File: config.mk
export PLATFORM = sky130hd
export DESIGN_NAME = wdt_supervisor
export DESIGN_NICKNAME = d
export VERILOG_FILES = /design/src/rtl/wdt_supervisor.sv
export SDC_FILE = /design/constraint.sdc
export NUM_CORES = 1
export LEC_CHECK = 0
export ABC_AREA = 1
export CELL_PAD_IN_SITES_DETAIL_PLACEMENT = 0
export CELL_PAD_IN_SITES_GLOBAL_PLACEMENT = 1
export CORE_ASPECT_RATIO = 0.7
export CORE_MARGIN = 2
export CORE_UTILIZATION = 30
export CTS_CLUSTER_DIAMETER = 200
export DETAILED_ROUTE_END_ITERATION = 16
export PLACE_DENSITY_LB_ADDON = 0.1
export SLEW_MARGIN = 20
export SYNTH_ARGS = -nofsm -noshare
export SYNTH_HDL_FRONTEND = slang
export SYNTH_SLANG_ARGS = --single-unit
File: constraint.sdc
create_clock -name clk -period 5.32 [get_ports clk]
set_input_delay 1.064 -clock clk [delete_from_list [all_inputs] [get_ports clk]]
set_output_delay 1.064 -clock clk [all_outputs]
set_load 0.02 [all_outputs]
File: src/rtl/wdt_supervisor.sv
module wdt_supervisor #(
  parameter int PRE_BASE = 8,
  parameter int STARTUP  = 1024
) (
  input  logic       clk,
  input  logic       rst_n,
  input  logic [1:0] src_sel,
  input  logic [2:0] pre_sel,
  input  logic       rc_tick,
  input  logic       rtc_tick,
  input  logic       clr_a,
  input  logic       clr_b,
  input  logic       halt_req,
  output logic       core_rst,
  output logic       wake,
  output logic       to_flag,
  output logic       pd_flag
);
  localparam int SU_W  = $clog2(STARTUP + 1);
  localparam int CNT_W = PRE_BASE + 8;

  logic [1:0]       div;
  logic             halted, arm_a, arm_b;
  logic [SU_W-1:0]  su_cnt;
  logic [CNT_W-1:0] wcnt;
  logic             tick;

  wire starting = (su_cnt != '0);
  wire div_run  = !starting && !halted;
  wire [4:0] shamt = 5'(pre_sel) + 5'(PRE_BASE);
  wire [CNT_W-1:0] limit = CNT_W'(1) << shamt;
  wire expire = tick && (wcnt == limit - CNT_W'(1));
  wire service = (arm_a | clr_a) & (arm_b | clr_b);

  always_comb begin
    case (src_sel)
      2'd0:    tick = div_run && (div == 2'd3);
      2'd1:    tick = rtc_tick && !starting;
      2'd2:    tick = rc_tick && !starting;
      default: tick = 1'b0;
    endcase
  end

  assign core_rst = !rst_n || starting;

  always_ff @(posedge clk or negedge rst_n) begin
    if (!rst_n) begin
      div     <= '0;
      halted  <= 1'b0;
      arm_a   <= 1'b0;
      arm_b   <= 1'b0;
      su_cnt  <= SU_W'(STARTUP);
      wcnt    <= '0;
      to_flag <= 1'b0;
      pd_flag <= 1'b0;
      wake    <= 1'b0;
    end else begin
      wake <= 1'b0;
      div  <= div_run ? div + 2'd1 : 2'd0;
      if (starting) su_cnt <= su_cnt - SU_W'(1);
      if (service) begin
        arm_a   <= 1'b0;
        arm_b   <= 1'b0;
        wcnt    <= '0;
        to_flag <= 1'b0;
        pd_flag <= 1'b0;
      end else begin
        arm_a <= arm_a | clr_a;
        arm_b <= arm_b | clr_b;
        if (expire) begin
          wcnt    <= '0;
          to_flag <= 1'b1;
          su_cnt  <= SU_W'(STARTUP);
          if (halted) begin
            wake   <= 1'b1;
            halted <= 1'b0;
          end
        end else if (halt_req && !starting && !halted) begin
          halted  <= 1'b1;
          pd_flag <= 1'b1;
          wcnt    <= '0;
        end else if (tick) begin
          wcnt <= wcnt + CNT_W'(1);
        end
      end
    end
  end
endmodule


Word-level counts from Yosys, hierarchy flattened
Index checks and enable logic that the tools add are counted.

word-level totals
  bits in registers = 35
  input bits = 12
  output and inout port bits = 4
  word-level logic and storage cells = 63

cells by class
  add/sub/neg operators = 5
  equality and inequality tests = 5
  shift-type cells = 1
  muxes and demuxes = 20
  bitwise logic cells = 4
  reduce and logical (&&, ||, !) cells = 19

operators with widths
  cell                   count
  $mux 16                4
  $mux 11                3
  $add 16x1->16 const B  1
  $eq 16x16->1           1
  $shl 1x5->16 const A   1
  $sub 16x1->16 const B  1
  $mux 1                 11
  $reduce_bool 11->1     1
  $sub 11x1->11 const B  1
  $logic_and 1x1->1      7
  $reduce_bool 2->1      3
  $add 3x4->5 const B    1
  $eq 2x2->1 const B     2
  $reduce_and 2->1       2
  $reduce_bool 4->1      1
  $logic_not 1->1        3
  $pmux 1 s3             1
  $add 2x1->2 const B    1
  $eq 2x1->1 const B     1
  $logic_not 2->1        1
  $mux 2                 1
  $ne 2x1->1 const B     1
  $or 1x1->1             2
  $and 1x1->1            1
  other kinds (2)        2

Logic depth before layout (Yosys ltp)
  depth after elaboration = 9
  depth in mapped cells = 14

Worst setup path after synthesis
OpenSTA, ideal clock, no wires.

  path kind = input to register
  start point = input port pre_sel[2]
  end point = register pd_flag
  setup time = 121 ps
  arrival time = 2474 ps
  required time = 5199 ps
  setup slack = 2725 ps
  stages on the path = 10
  cells stage by stage = nor2_1 > nand2_1 > ha_1 > xnor2_1 > o21ai_0 > nand2_1 > inv_1 > nor2_1 > nand3_4 > a22o_1

on the way
  cells in the longest elaborated chain, start to end = 7

ends and longest elaborated chain
  item                        RTL line  RTL
  start, declared             8         input logic [2:0] pre_sel,
  $add 3x4->5                 30        wire [4:0] shamt = 5'(pre_sel) + 5'(PRE_BASE);
  $shl 1x5->16                31        wire [CNT_W-1:0] limit = CNT_W'(1) << shamt;
  $sub 16x1->16               32        wire expire = tick && (wcnt == limit - CNT_W'(1));
  $eq 16x16->1                32
  $logic_and 1x1->1           32
  $ne 2x1->1 (no line)        --
  $reduce_and 2->1 (no line)  --
  end signal, assigned        55        pd_flag <= 1'b0;
  end signal, assigned        66        pd_flag <= 1'b0;
  end signal, assigned        80        pd_flag <= 1'b1;
  end, declared               17        output logic pd_flag

No other way between the ends.
A chain may end at the register's enable or synchronous reset.

Final worst setup path
  start point = input port rst_n
  end point = output port core_rst

on the way
  cells in the longest elaborated chain, start to end = 2

ends and longest elaborated chain
  item                       RTL line  RTL
  start, declared            6         input logic rst_n,
  $logic_not 1->1 (no line)  --
  $logic_or 1x1->1           44        assign core_rst = !rst_n || starting;
  end, declared              14        output logic core_rst,

No other way between the ends.

==> flow_summary.json <==
{
  "finalHoldViolations": 0,
  "slew_headroom_pct": 55.9,
  "grt_pass1_vias": 2035,
  "synthXorXnorAreaFrac_pct": 6.45,
  "postCtsHoldBufs": 0,
  "gp_congestion": 0.762,
  "start_util_pct": 31.1,
  "nets": 365,
  "cts_made_buffers": 5,
  "die_w_um": 112,
  "die_area_um2": 8900,
  "fp.dieH_um": 79.5,
  "first_iter_violations": 109,
  "synth_area_leaders": "dfrtp_1, nand2_1, inv_1",
  "syn_area_um2": 2440,
  "synthMuxAreaShare_pct": 0,
  "antenna_found_initial": 0,
  "syn_avg_cell_area_um2": 7.50,
  "vias": 2075,
  "finalSetupViolCount": 0,
  "r2r_start": "su_cnt[0]",
  "p_total_uw": 630,
  "synthesis.nets": 346,
  "worstSkewPairLatency_ps": 280,
  "rsz0062_at_grt": "false",
  "io_buffer_count": 15,
  "synth_enable_flop_cells": 0,
  "postSynthCellCount": 326,
  "whs_path_depth": 1,
  "antenna_cells": 0,
  "cts_tree": "done",
  "yosys.area_share.adder_pct": 4.09,
  "h-tree-depth": 2,
  "synth_area_leader_cell": "dfrtp_1",
  "setup_tns_ps": 0,
  "arrival_ps": 2220,
  "worst-path-max-fanout": 36,
  "critPathMaxStageDelay_ps": 550,
  "yosys_register_bits": 35,
  "r2r_cells": 7,
  "cts.sinks": 35,
  "min_path_type": "reg2reg",
  "grt_max_degree": 37,
  "power_leakage_nw": 1.34,
  "dr.pass1.iters": 4,
  "cp.required_ps": 4260,
  "worst_slew_pin_slew_ps": 655,
  "cts_root_buf": "clkbuf_16",
  "worstPathCellList": "buf_2, buf_4, nand2_1, clkdlybuf4s50_1",
  "synth_top_family_by_area": "simple AND/OR/NAND/NOR gates",
  "layout.cells.non_filler": 447,
  "area_delta_synth_final_pct": 16.7,
  "clkTransAtPathRegs_ps": 50,
  "status": "complete, no violations",
  "ioPinCount": 16,
  "synthSimpleGateAreaFrac_pct": 37.7,
  "grt_pass1_wl_um": 10700,
  "r2r_end": "wcnt[4]",
  "cap_viol_max_count": 0,
  "reg2reg_slack_ps": 3150,
  "ant_nets": 0,
  "hold_end": "div[0]",
  "layout_commonest_cell": "nand2_1",
  "cp-end-kind": "output pin",
  "pre_cts_ws_ps": 1970,
  "powerDensity_nw_per_um2": 221,
  "vdd_ir_drop_max_mv": 0.0982,
  "fin_skew_ps": 4.99,
  "synth_flop_cell": "dfrtp_1",
  "overflow": 0,
  "synth.distinct_cells": 35,
  "seq_area_frac_synth_pct": 35.9,
  "clockBufferDepth": 2,
  "timing.final.ws_setup_ps": 2040,
  "layout-drive-gt1-share_pct": 11.0,
  "worst_path_dominant_cell_family": "buffers and inverters",
  "final_util_pct": 36.3,
  "routed_wl_um": 6130,
  "layout_min_cycle_time_ps": 3280,
  "slowest_stage": "clkdlybuf4s50_1",
  "dp_hpwl_um": 4760,
  "slew_violations": 0,
  "placement_rows": 27,
  "synth_top_area_share_pct": 34.8,
  "critPathKind": "in2out",
  "crit_path_start_kind": "input pin",
  "synth_compound_area_share_pct": 6.86,
  "drcViolationCount": 0,
  "gr-usage-all-layers_pct": 15.1,
  "wire_per_inst_um": 13.7,
  "synthArstFlopShare_pct": 100,
  "clock.fmax_mhz": 305,
  "cts_setup_buffers": 0,
  "fin_crit_sh_pct": 61.7,
  "final_cell_mix": "nand2_1, inv_1, nor2_1",
  "core_area_um2": 7870,
  "viasPerCell": 4.64,
  "ys_warn_count": 0,
  "critPathBufInv": 3,
  "hold_start": "div[0]",
  "cts_resized": 0,
  "dp.cells": 439
}
through the flow:
| step | cell area (um2) | hold slack, ps |
|---|---|---|
| final | 2850 | 437 |
| after floorplan | 2440 | 408 |
| after global routing | 2850 | 459 |
| after CTS | 2850 | 438 |
| after global placement | 2700 | 425 |
| after detailed placement | 2700 | 429 |
layer usage:
layer	vias up	GRT usage [%]	share of wire, %
li1	1092	-	-
met1	952	23.3	57
met2	26	21.2	40
met3	5	3.87	3.3
met4	0	2.59	0.57
met5	-	0	0
logic make-up (layout without fill, tap and decap cells):
group	Yosys count	after routing
AOI/OAI and AO/OA	28	28
xor gates and xnor gates	18	18
adders and majority gates	8	8
buffers and inverters	55	75
DFF	35	35
and+or+nand+nor	182	182
report_power, final:
group,switching [mW],total [mW],internal [mW]
Sequential,0.000689,0.268,0.268
Combinational,0.0353,0.0532,0.0179
Clock,0.110,0.309,0.199
Total,0.146,0.630,0.485
how the worst max path moves through the flow:
stage	start	end	slack [ps]	cells past startpoint
floorplan	pre_sel[2]	pd_flag	2720	10
finish	rst_n	core_rst	2040	4
global placement	pre_sel[2]	wake	1980	10
CTS	rst_n	core_rst	2000	4
global route	rst_n	core_rst	1910	4
detailed placement	pre_sel[2]	wcnt[13]	1970	12
registers in the layout, indices dropped and copies added (netlist names):
signal and count:
arm_a 1, to_flag 1, halted 1, wcnt 16, div 2, su_cnt 11, wake 1, arm_b 1
pd_flag 1
cells in the mapped netlist (5+ instances only):
library cell / instances
xor2_1: 13
nand4_1: 11
o21ai_1: 7
nor3_1: 10
xnor2_1: 5
o22ai_1: 5
inv_1: 48
ha_1: 8
a21oi_1: 5
o21ai_0: 8
dfrtp_1: 34
nand3_1: 25
nor2_1: 41
nand2_1: 68
cell type report:
type	instances	area, um2
fillers	851	5020
multi-input cells	236	1350
flip-flops and latches	35	877
inverters	51	195
clock buffers	8	156
repair buffers	16	153
well taps	101	126
Power figures use the tool's default switching activity.
